--- config.mk ---
export PLATFORM = sky130hd
export DESIGN_NAME = stby_wake_ctrl
export DESIGN_NICKNAME = d
export VERILOG_FILES = /design/src/rtl/stby_pkg.sv /design/src/rtl/wake_sync.sv /design/src/rtl/stab_counter.sv /design/src/rtl/stby_wake_ctrl.sv
export SDC_FILE = /design/constraint.sdc
export NUM_CORES = 1
export LEC_CHECK = 0
export BUFFER_PORTS_ARGS = -buffer_cell sky130_fd_sc_hd__clkbuf_2
export CORE_ASPECT_RATIO = 0.5
export CORE_UTILIZATION = 50
export DETAILED_ROUTE_END_ITERATION = 7
export PLACE_DENSITY = 0.83
export SKIP_CTS_REPAIR_TIMING = 1
export SLEW_MARGIN = 20
export SYNTH_ARGS = -nofsm -noshare
export SYNTH_HDL_FRONTEND = slang
export SYNTH_SLANG_ARGS = --single-unit
--- constraint.sdc ---
create_clock -name ref_clk -period 1.83 [get_ports ref_clk]
set_input_delay 0.366 -clock ref_clk [delete_from_list [all_inputs] [get_ports ref_clk]]
set_output_delay 0.366 -clock ref_clk [all_outputs]
set_load 0.02 [all_outputs]
--- src/rtl/stby_pkg.sv ---
package stby_pkg;
  typedef enum logic [1:0] {
    PM_RUN  = 2'd0,
    PM_STBY = 2'd1,
    PM_WARM = 2'd2
  } pm_state_e;

  localparam int unsigned IRQ_LINES = 3;
  localparam int unsigned SYNC_W    = IRQ_LINES + 2;
endpackage

--- src/rtl/wake_sync.sv ---
module wake_sync #(
  parameter int unsigned W = 5,
  parameter logic [W-1:0] IDLE = '0
) (
  input  logic         clk,
  input  logic         rst_n,
  input  logic [W-1:0] d,
  output logic [W-1:0] q
);
  logic [W-1:0] meta;

  for (genvar i = 0; i < W; i++) begin : g_bit
    always_ff @(posedge clk or negedge rst_n) begin
      if (!rst_n) begin
        meta[i] <= IDLE[i];
        q[i]    <= IDLE[i];
      end else begin
        meta[i] <= d[i];
        q[i]    <= meta[i];
      end
    end
  end

  AST_SYNC_TWO_STAGE: assert property (@(posedge clk) disable iff (!rst_n)
    $past(d) != q |-> 1'b1 ##0 ($past(d, 2) == q || !$past(rst_n, 2) || !$past(rst_n)));
endmodule

--- src/rtl/stab_counter.sv ---
module stab_counter #(
  parameter int unsigned CNT_W  = 17,
  parameter int unsigned SLOW_N = 131072,
  parameter int unsigned FAST_N = 64
) (
  input  logic clk,
  input  logic rst_n,
  input  logic load,
  input  logic quick,
  output logic busy,
  output logic done
);
  localparam logic [CNT_W-1:0] SLOW_LD = CNT_W'(SLOW_N - 1);
  localparam logic [CNT_W-1:0] FAST_LD = CNT_W'(FAST_N - 1);

  logic [CNT_W-1:0] cnt;

  always_ff @(posedge clk or negedge rst_n) begin
    if (!rst_n) begin
      cnt  <= '0;
      busy <= 1'b0;
    end else if (load && !busy) begin
      cnt  <= quick ? FAST_LD : SLOW_LD;
      busy <= 1'b1;
    end else if (busy) begin
      if (cnt == '0) busy <= 1'b0;
      else           cnt  <= cnt - 1'b1;
    end
  end

  assign done = busy && (cnt == '0);

  AST_CNT_NO_RELOAD: assert property (@(posedge clk) disable iff (!rst_n)
    ($past(busy) && $past(cnt) != '0) |-> (busy && cnt == $past(cnt) - 1'b1));

  AST_LOAD_WHEN_IDLE: assert property (@(posedge clk) disable iff (!rst_n)
    load |-> !busy);
endmodule

--- src/rtl/stby_wake_ctrl.sv ---
module stby_wake_ctrl
  import stby_pkg::*;
#(
  parameter int unsigned CNT_W  = 17,
  parameter int unsigned SLOW_N = 131072,
  parameter int unsigned FAST_N = 64
) (
  input  logic                 ref_clk,
  input  logic                 rst_n,
  input  logic                 sleep_stb,
  input  logic                 ctl_stop_en,
  input  logic                 ctl_stby_en,
  input  logic                 ctl_quick,
  input  logic                 ctl_bus_ext,
  input  logic                 ctl_div1,
  input  logic                 nmi,
  input  logic [IRQ_LINES-1:0] irq_n,
  input  logic [IRQ_LINES-1:0] irq_en,
  input  logic                 bus_req,
  output logic                 osc_en,
  output logic                 core_clk_en,
  output logic                 div2_sel,
  output logic                 bus_ack,
  output logic                 stby_flag
);
  localparam logic [SYNC_W-1:0] SYNC_IDLE = {2'b00, {IRQ_LINES{1'b1}}};

  pm_state_e         state_q;
  logic [SYNC_W-1:0] sy;
  logic              nmi_s, bus_s, irq_wake, bus_wake, wake_any;
  logic              cnt_load, cnt_busy, cnt_done;
  logic              grant_q, div1_q;

  wake_sync #(.W(SYNC_W), .IDLE(SYNC_IDLE)) u_sync (
    .clk   (ref_clk),
    .rst_n (rst_n),
    .d     ({bus_req, nmi, irq_n}),
    .q     (sy)
  );

  assign irq_wake = |(~sy[IRQ_LINES-1:0] & irq_en);
  assign nmi_s    = sy[IRQ_LINES];
  assign bus_s    = sy[IRQ_LINES+1];
  assign bus_wake = bus_s && ctl_bus_ext;
  assign wake_any = nmi_s || irq_wake || bus_wake;
  assign cnt_load = (state_q == PM_STBY) && wake_any;

  stab_counter #(.CNT_W(CNT_W), .SLOW_N(SLOW_N), .FAST_N(FAST_N)) u_cnt (
    .clk   (ref_clk),
    .rst_n (rst_n),
    .load  (cnt_load),
    .quick (ctl_quick),
    .busy  (cnt_busy),
    .done  (cnt_done)
  );

  always_ff @(posedge ref_clk or negedge rst_n) begin
    if (!rst_n) begin
      state_q <= PM_RUN;
      grant_q <= 1'b0;
    end else begin
      unique case (state_q)
        PM_RUN: begin
          if (!bus_s) grant_q <= 1'b0;
          if (sleep_stb && ctl_stop_en && ctl_stby_en) state_q <= PM_STBY;
        end
        PM_STBY: begin
          if (wake_any) begin
            state_q <= PM_WARM;
            grant_q <= bus_wake;
          end
        end
        PM_WARM: begin
          if (cnt_done) state_q <= PM_RUN;
        end
        default: state_q <= PM_RUN;
      endcase
    end
  end

  always_ff @(posedge ref_clk or negedge rst_n) begin
    if (!rst_n) div1_q <= 1'b0;
    else        div1_q <= ctl_div1;
  end

  assign osc_en      = (state_q != PM_STBY);
  assign core_clk_en = (state_q == PM_RUN);
  assign stby_flag   = (state_q != PM_RUN);
  assign bus_ack     = (state_q == PM_RUN) && grant_q && bus_s;
  assign div2_sel    = !div1_q;

  AST_ENTRY_NEEDS_BOTH: assert property (@(posedge ref_clk) disable iff (!rst_n)
    $fell(osc_en) |-> $past(sleep_stb && ctl_stop_en && ctl_stby_en));

  AST_NO_CLK_WITHOUT_OSC: assert property (@(posedge ref_clk) disable iff (!rst_n)
    !osc_en |-> !core_clk_en);

  AST_WAKE_HAS_CAUSE: assert property (@(posedge ref_clk) disable iff (!rst_n)
    $rose(osc_en) |-> $past(wake_any));

  AST_CLK_AFTER_COUNT: assert property (@(posedge ref_clk) disable iff (!rst_n)
    $rose(core_clk_en) |-> $past(cnt_done));

  AST_ACK_FROM_STANDBY: assert property (@(posedge ref_clk) disable iff (!rst_n)
    $rose(bus_ack) |-> $past(stby_flag));
endmodule

[Word-level counts from Yosys, hierarchy flattened]
Index checks and enable logic that the tools add are counted.
Storage, ports and cells
  memory bits (read-only): 0
  input bits: 16
  register bits: 32
  memories: 0
  bits in latches: 0
  output and inout port bits: 5
  memory bits (writable): 0
  word-level logic and storage cells: 61
Operators by class
  bitwise logic cells: 2
  shifts and indexed selects: 0
  multiplexer cells: 14
  div/mod/pow operators: 0
  add/subtract/negate cells: 1
  reduce and logical (&&, ||, !) cells: 21
  equal/unequal tests: 8
  $lt $le $gt $ge: 0
  $mul: 0
Operator list (number)
  17-bit two-way mux: 4
  17-bit logical NOT: 1
  17-bit by 1-bit subtractor with 17-bit output, second input constant: 1
  1-bit logical AND: 8
  2-bit two-way mux: 3
  2-bit by 1-bit != test with 1-bit output, second input constant: 3
  2-bit != test, second input constant: 3
  2-bit one-hot mux with 3 select lines: 1
  3-bit AND reduction: 2
  2-bit nonzero test: 3
  1-bit two-way mux: 5
  3-bit bitwise AND: 1
  3-bit NOT: 1
  3-bit OR reduction: 1
  2-bit by 1-bit == test with 1-bit output, second input constant: 1
  2-bit == test, second input constant: 1
  1-bit logical NOT: 2
  2-bit logical NOT: 1
  1-bit logical OR: 2
  1-bit one-hot mux with 2 select lines: 1
  2-bit AND reduction: 1

[Depth between registers and ports, before layout]
Gate-level depths: netlist of run 1.
  word-level depth: 9
  depth in mapped cells: 7
  gate-level depth less buffers: 7

[By module]
A second synthesis of run 1 with hierarchy kept.
Unflattened totals
  cells, all modules: 160
  area, all modules: 1601.5 µm²
Modules (own cells, without submodules)
  stab_counter: times used 1, sequential area each 450.4 µm², area each 1097.3 µm², cells each 124
  wake_sync: times used 1, sequential area each 257.7 µm², area each 257.7 µm², cells each 10
  stby_wake_ctrl: times used 1, sequential area each 100.1 µm², area each 246.5 µm², cells each 26

[Least setup slack after synthesis of run 1]
No wires, ideal clock.
  kind: reg2reg
  start point: reg u_cnt.cnt[3]
  end point: reg u_cnt.cnt[2]
  setup slack: -0.080 ns
  clock period less this slack: 1.910 ns
  required time: 1.698 ns
  buffers on the path: 0
  library setup time: 0.132 ns
  stages on the path, launching flop included: 6
  data arrival time: 1.778 ns
  cells stage by stage: dfrtp_1 -> or4_4 -> nor4b_4 -> a21boi_2 -> a211oi_1 -> a31oi_1
Between the ends
  word-level cells in the longest chain between the ends: 3
Ends and longest elaborated chain
  from (decl): line stab_counter.sv:16  | logic [CNT_W-1:0] cnt;
  from (signal assigned): line stab_counter.sv:23  | cnt <= quick ? FAST_LD : SLOW_LD;
  from (signal assigned): line stab_counter.sv:27  | else cnt <= cnt - 1'b1;
  17-bit logical NOT: line stab_counter.sv:26  | if (cnt == '0) busy <= 1'b0;
  2-bit by 1-bit != test with 1-bit output (no line)
  2-bit AND reduction (no line)
No other way between the ends.
A chain may end at the register's enable or synchronous reset.

[Final worst setup path of run 1]
  start point: reg u_cnt.cnt[16]
  end point: reg u_cnt.cnt[10]
The elaborated chain is that of the path after synthesis.

==> impl_metrics.py, run 1 <==
metrics = {
    "die": {
        "dieHeight_um": 40.0,
        "die_area_sq_um": 3120,
        "placement_rows": 13,
        "die_w_um": 78.1,
        "floorplan.initialDensity": 0.542,
        "io_pins": 21,
        "core_region_area_sq_um": 2670,
    },
    "clocking": {
        "worst_setup_hold_path_clk_slew_ns": 0.07,
        "htree_depth": 2,
        "cts_tree": "done",
        "root_buffer": "clkbuf_8",
        "clkLatencyLatePin_ns": 0.29,
        "clock_path_buffers": 2,
        "cts_sinks": 32,
        "cts-buffers-inserted": 5,
    },
    "sta": {
        "final-setup-viol-count": 12,
        "final-hold-violation-count": 0,
        "max-slew-margin-rel": 0.491,
        "max_freq_ghz": 0.502,
        "final_max_slew_viols": 0,
        "grt_setup_unrepaired": "yes",
        "final_critical_path_setup_slack_ns": -0.160,
        "total_negative_slack_ns": -1.20,
        "final_period_minus_worst_setup_slack_ns": 1.99,
        "tightest_slew_ns": 0.764,
        "layout_worst_path_cycle_share": 1.09,
        "finClkSkew_ns": 0.00682,
    },
    "placed_design": {
        "place_hpwl_mm": 2.22,
        "port_buffers": 20,
        "placed_cells": 208,
        "globalplace.congestion": 0.822,
    },
    "synthesis": {
        "synth_largest_type_area_fraction": 0.450,
        "sequential_cell_area_fraction_in_the_yosys_report": 0.559,
        "cell_type_with_the_largest_total_area_after_synthesis": "dfrtp_1",
        "syn-cell-area_sq_um": 1450,
        "synth.area.top_cells": "dfrtp_1 (45%), dfstp_2 (11%), a21oi_1 (4.2%), nor3_1 (3.1%), nor4_1 (2.6%)",
        "yosysWarningCount": 0,
        "ys_dominant_reg_cell": "dfrtp_1",
        "synth_async_sr_flop_share": 1.00,
        "syn_avg_cell_area_sq_um": 11.1,
        "synth.distinct_cells": 38,
        "mappedNetlistNets": 147,
        "ys_seq_elements": 32,
        "synth_enable_flop_cells": 0,
        "synthesis.instances": 130,
    },
    "finish": {
        "areaGrowthSynthToFinish_pct": 35.8,
        "finalNonFillerCells": 220,
        "mostFrequentLayoutCells": "buf_4 (28), dfrtp_1 (26), clkbuf_2 (20)",
        "fill_cells": 152,
        "most_common_library_cell_in_the_layout_ignoring_fill_and_taps": "buf_4",
        "drive_gt1_frac": 0.448,
        "design.final.nets": 199,
        "num_antenna_cells": 0,
    },
    "pwr": {
        "power_report.internal_total_mw": 1.43,
        "power.leakage_nw": 0.843,
        "vdd.ir_drop.worst_mv": 0.918,
        "proportion_of_total_power_due_to_net_switching": 0.339,
        "p_seq_frac": 0.454,
        "total_power_mw": 2.17,
        "power_density_nw_per_um2": 1100,
        "share_clk_of_total_power": 0.257,
        "total_net_switching_power_mw": 0.735,
        "power.combinational.fraction": 0.288,
    },
    "route": {
        "first_iter_violations": 107,
        "drt-vias-per-instance": 5.73,
        "firstDrtPassIters": 4,
        "wire_per_inst_um": 16.9,
        "drt.antenna.violating_nets": 0,
        "vias": 1261,
        "drc": 0,
        "detail_route.wirelength_mm": 3.72,
    },
    "grt": {
        "grt_pass1_vias": 1129,
        "grt_use_met1": 0.267,
        "gr-total-overflow": 0,
        "grt_max_degree": 33,
        "wire_length_of_the_first_global_routing_pass_mm": 5.01,
        "track_usage": 0.231,
        "grt_antenna_before_repair": 0,
        "grt_util_met2": 0.399,
        "grt_busiest_layer": "met2",
        "grtUsageMet3": 0.0909,
    },
    "hold_path": {
        "hold_class": "in2async",
    },
    "worst_setup_path": {
        "timing.setup.critical_path_class": "reg2reg",
        "worst-endpoint-required_ns": 1.98,
        "rr_worst_depth": 6,
        "critical_path.endpoint_type": "flip-flop",
        "startpoint_type": "flip-flop",
        "timing.critical_path.fanout_max": 4,
        "critical_path_arrival_ns": 2.14,
    },
    "run_status": {
        "failed_checks": "negative setup slack",
        "run_status": "complete, but fails checks",
    },
    "flow_run": {
        "max_cap_violations": 0,
    },
}
==> logic make-up (layout without fill, tap and decap cells) <==
family / Yosys count / count (layout) / share of synthesized area
compound gates: 35 / 35 / 0.181
xor+xnor: 4 / 4 / 0.0242
fa+ha+maj: 1 / 1 / 0.00865
buf+inv: 11 / 64 / 0.0285
flops: 32 / 32 / 0.559
mux: 1 / 1 / 0.00692
simple gates: 46 / 46 / 0.192
==> Yosys cell counts (2+ instances only) <==
master and n:
dfrtp_1 26, a21oi_1 12, nor3_1 9, inv_1 8, nand2_1 8, dfstp_2 6
nor2_1 6, nor4_1 6, o21ai_0 5, a211oi_1 4, xnor2_1 4, a31oi_1 3
clkbuf_1 3, nand2b_1 2, nand3_1 2, nor2b_1 2, o41ai_1 2, or3_1 2
==> flip-flops by register name, indices dropped and copies added (netlist names) <==
signal / count
div1_q: 1
grant_q: 1
state_q: 2
u_cnt.busy: 1
u_cnt.cnt: 17
u_sync.meta: 5
u_sync.q: 5
==> power by group through the flow <==
stage          clock, mW  sequential [mW]  combinational [mW]
2_1_floorplan          0            0.958               0.302
3_3_place_gp           0            0.943               0.528
3_5_place_dp           0            0.956               0.549
4_1_cts            0.563            0.947               0.556
5_1_grt            0.606            0.989               0.680
6_report           0.557            0.984               0.625
==> worst max-delay path, stage by stage, from the launching register on <==
cell     delay, ns
dfrtp_1       0.38
or4_4         0.56
nor4b_4       0.41
buf_4         0.20
nor4_2        0.05
xnor2_1       0.17
a21oi_1       0.08
==> worst paths after layout <==
path	startpoint	endpoint	slack, ns
setup / recovery	u_cnt.cnt[16]$_DFFE_PN0P_	u_cnt.cnt[10]$_DFFE_PN0P_	-0.16
hold / removal	rst_n	u_cnt.cnt[8]$_DFFE_PN0P_	0.14
setup reg to reg	u_cnt.cnt[16]$_DFFE_PN0P_	u_cnt.cnt[10]$_DFFE_PN0P_	-0.16
hold reg to reg	u_sync.meta[0]$_DFF_PN1_	u_sync.q[0]$_DFF_PN1_	0.36
max in group asynchronous	rst_n	div1_q$_DFF_PN0_	1.20
min in group ref_clk	irq_n[0]	u_sync.meta[0]$_DFF_PN1_	0.16
==> per-layer routing <==
layer  wire length (um)  vias up
met5                  0        -
met4                 52        0
met3                283        8
met2               1790       52
met1               1590      617
li1                   -      584
==> layout make-up <==
cell class | instances | area (sq um) | share of cell area
inverters | 8 | 30.0 | 0.0153
multi-input cells | 87 | 677 | 0.345
well taps | 37 | 46.3 | 0.0236
repair buffers | 48 | 310 | 0.158
flip-flops and latches | 32 | 808 | 0.411
clock inverters | 2 | 10.0 | 0.00510
clock buffers | 6 | 82.6 | 0.0420
==> through the flow <==
stage	hold WS [ns]	area [sq um]	setup WS, ns	utilization
after detailed placement	0.338	1760	-0.129	0.660
after global placement	0.334	1760	-0.0797	0.660
after floorplan	0.0704	1450	-0.0656	-
after CTS	0.150	1850	-0.159	0.695
after global routing	0.145	1960	-0.235	0.736
final	0.141	1960	-0.160	0.736
Power figures use the tool's default switching activity.
==> inputs of run 2 (changes only) <==
--- a/config.mk
+++ b/config.mk
@@ -5,9 +5,10 @@
 export SDC_FILE = /design/constraint.sdc
 export NUM_CORES = 1
 export LEC_CHECK = 0
+export ABC_AREA = 1
 export BUFFER_PORTS_ARGS = -buffer_cell sky130_fd_sc_hd__clkbuf_2
 export CORE_ASPECT_RATIO = 0.5
-export CORE_UTILIZATION = 50
+export CORE_UTILIZATION = 51
 export DETAILED_ROUTE_END_ITERATION = 7
 export PLACE_DENSITY = 0.83
 export SKIP_CTS_REPAIR_TIMING = 1
==> impl_metrics.py, run 2 <==
metrics = {
    "route": {
        "vias": 1447,
        "firstDrtPassIters": 6,
        "drt-met1-wl_mm": 1.65,
        "wire_per_inst_um": 11.2,
        "drc": 8,
        "drt-vias-per-instance": 4.82,
        "drt.antenna.violating_nets": 0,
        "route.met3.wl_um": 169,
        "top_layer_used": "met4",
        "first_iter_violations": 109,
        "detail_route.wirelength_mm": 3.36,
        "met2_routed_wl_mm": 1.47,
    },
    "finish": {
        "design.final.nets": 276,
        "mostFrequentLayoutCells": "nand2_1 (98), nor2_1 (28), dfrtp_1 (26)",
        "num_antenna_cells": 0,
        "reg.largest.list": "u_cnt.cnt: 17 flops, u_sync.meta: 5 flops, u_sync.q: 5 flops",
        "finalNonFillerCells": 300,
        "most_common_library_cell_in_the_layout_ignoring_fill_and_taps": "nand2_1",
        "areaGrowthSynthToFinish_pct": 13.9,
        "top_register_by_number_of_flip_flops": "u_cnt.cnt",
        "drive_gt1_frac": 0.188,
        "largest_register_ff_count": 17,
    },
    "placed_design": {
        "placed_cells": 290,
        "port_buffers": 20,
        "globalplace.congestion": 0.851,
        "place_hpwl_mm": 2.38,
    },
    "flow_run": {
        "max_cap_violations": 0,
    },
    "die": {
        "floorplan.initialDensity": 0.556,
        "die_w_um": 84.4,
        "die_area_sq_um": 3650,
        "core_region_area_sq_um": 3120,
        "io_pins": 21,
        "dieHeight_um": 43.2,
        "placement_rows": 14,
    },
    "hold_path": {
        "hold_class": "in2async",
    },
    "sta": {
        "final_period_minus_worst_setup_slack_ns": 1.69,
        "final-setup-viol-count": 0,
        "grt_setup_unrepaired": "no",
        "finClkSkew_ns": 0.00616,
        "layout_worst_path_cycle_share": 0.922,
        "max-slew-margin-rel": 0.474,
        "max_freq_ghz": 0.593,
        "tightest_slew_ns": 0.789,
        "final_max_slew_viols": 0,
        "total_negative_slack_ns": 0,
        "final-hold-violation-count": 0,
        "final.hold.worst_slack_ns": 0.146,
    },
    "clocking": {
        "cts-buffers-inserted": 5,
        "cts_tree": "done",
        "cts_sinks": 32,
        "worst_setup_hold_path_clk_slew_ns": 0.07,
        "clock_path_buffers": 2,
        "root_buffer": "clkbuf_8",
        "htree_depth": 2,
        "clkLatencyLatePin_ns": 0.29,
    },
    "synthesis": {
        "synth.cells.most_frequent": "nand2_1 (98), nor2_1 (28), dfrtp_1 (26)",
        "synth_most_common_cell": "nand2_1",
        "sequential_cell_area_fraction_in_the_yosys_report": 0.466,
        "ys_seq_elements": 32,
        "synth_async_sr_flop_share": 1.00,
        "synth_enable_flop_cells": 0,
        "yosysWarningCount": 0,
        "synth.distinct_cells": 27,
        "syn_avg_cell_area_sq_um": 7.47,
        "synth_largest_type_area_fraction": 0.375,
        "ys_dominant_reg_cell": "dfrtp_1",
        "mappedNetlistNets": 249,
        "synth.area.top_cells": "dfrtp_1 (38%), nand2_1 (21%), dfstp_2 (9.1%), nor2_1 (6.1%), inv_1 (5.4%)",
        "synthesis.instances": 232,
        "cell_type_with_the_largest_total_area_after_synthesis": "dfrtp_1",
        "syn-cell-area_sq_um": 1730,
    },
    "worst_setup_path": {
        "worst-endpoint-required_ns": 2.05,
        "timing.setup.critical_path_class": "reg2reg",
        "startpoint_type": "flip-flop",
        "critical_path_arrival_ns": 1.91,
        "worst_path_max_delay_cell": "dfrtp_1",
        "path_cells": "inv_1 -> ha_2 -> nand2_2 -> nor2_4 -> nand3_4 -> nand2_4 -> nand2_4 -> inv_8 -> nand2_1 -> nand2_1",
        "cpPeakStageDelay_ns": 0.40,
        "critical_path.endpoint_type": "flip-flop",
        "timing.critical_path.fanout_max": 16,
    },
    "grt": {
        "gr-total-overflow": 0,
        "grt_antenna_before_repair": 0,
        "wire_length_of_the_first_global_routing_pass_mm": 5.50,
        "track_usage": 0.200,
        "grt_pass1_vias": 1262,
        "grt_max_degree": 33,
    },
    "pwr": {
        "total_power_mw": 3.05,
        "power.leakage_nw": 1.11,
        "power_density_nw_per_um2": 1550,
        "vdd.ir_drop.worst_mv": 0.482,
    },
    "run_status": {
        "failed_checks": "design-rule violations",
        "run_status": "complete, but fails checks",
    },
}
[run 2: cells by family (layout without fill, tap and decap cells)]
group / Yosys count / count (layout) / synth area share
simple gates: 150 / 150 / 0.375
flops: 32 / 32 / 0.466
buf+inv: 31 / 59 / 0.0830
compound gates: 12 / 12 / 0.0383
xor+xnor: 6 / 6 / 0.0303
fa+ha+maj: 1 / 1 / 0.00722
[run 2: report_power, final]
part           switching (mW)  leakage (nW)  internal [mW]
Clock                   0.257        0.0510          0.299
Sequential              0.222         0.388          0.921
Combinational           0.868         0.672          0.483
Total                    1.35          1.11           1.70
[run 2: critical path: cells and delay by family (launching register included)]
kind | cells | cell delay (ns)
buffers and inverters | 2 | 0.26
and+or+nand+nor | 7 | 0.74
DFF | 1 | 0.40
adders and majority gates | 1 | 0.22
[run 2: cell type report]
cell class / count / area (sq um)
fillers: 275 / 1140
flip-flops and latches: 32 / 808
multi-input cells: 169 / 783
repair buffers: 24 / 130
inverters: 27 / 109
clock buffers: 6 / 82.6
well taps: 40 / 50.0
clock inverters: 2 / 10.0
[run 2: final timing paths]
path,start,end,slack [ns],depth (start not counted)
setup / recovery,u_cnt.cnt[0]$_DFFE_PN0P_,u_cnt.cnt[12]$_DFFE_PN0P_,0.14,10
hold / removal,rst_n,u_cnt.cnt[7]$_DFFE_PN0P_,0.15,1
setup reg to reg,u_cnt.cnt[0]$_DFFE_PN0P_,u_cnt.cnt[12]$_DFFE_PN0P_,0.14,10
hold reg to reg,u_sync.meta[3]$_DFF_PN0_,u_sync.q[3]$_DFF_PN0_,0.35,0
max in group asynchronous,rst_n,u_cnt.cnt[10]$_DFFE_PN0P_,1.18,1
min in group ref_clk,irq_n[2],u_sync.meta[2]$_DFF_PN1_,0.16,1
[run 2: metal layers]
layer | track usage | vias to the layer above
li1 | - | 760
met1 | 0.257 | 640
met2 | 0.320 | 41
met3 | 0.0486 | 6
met4 | 0.102 | 0
met5 | 0 | -
[run 2: per-stage QoR]
step	utilization	setup slack [ns]	cell area (sq um)
5_1_grt	0.633	0.000565	1970
3_3_place_gp	0.596	0.151	1860
2_1_floorplan	-	0.190	1730
3_5_place_dp	0.596	0.0583	1860
6_report	0.633	0.143	1970
4_1_cts	0.626	0.0397	1950
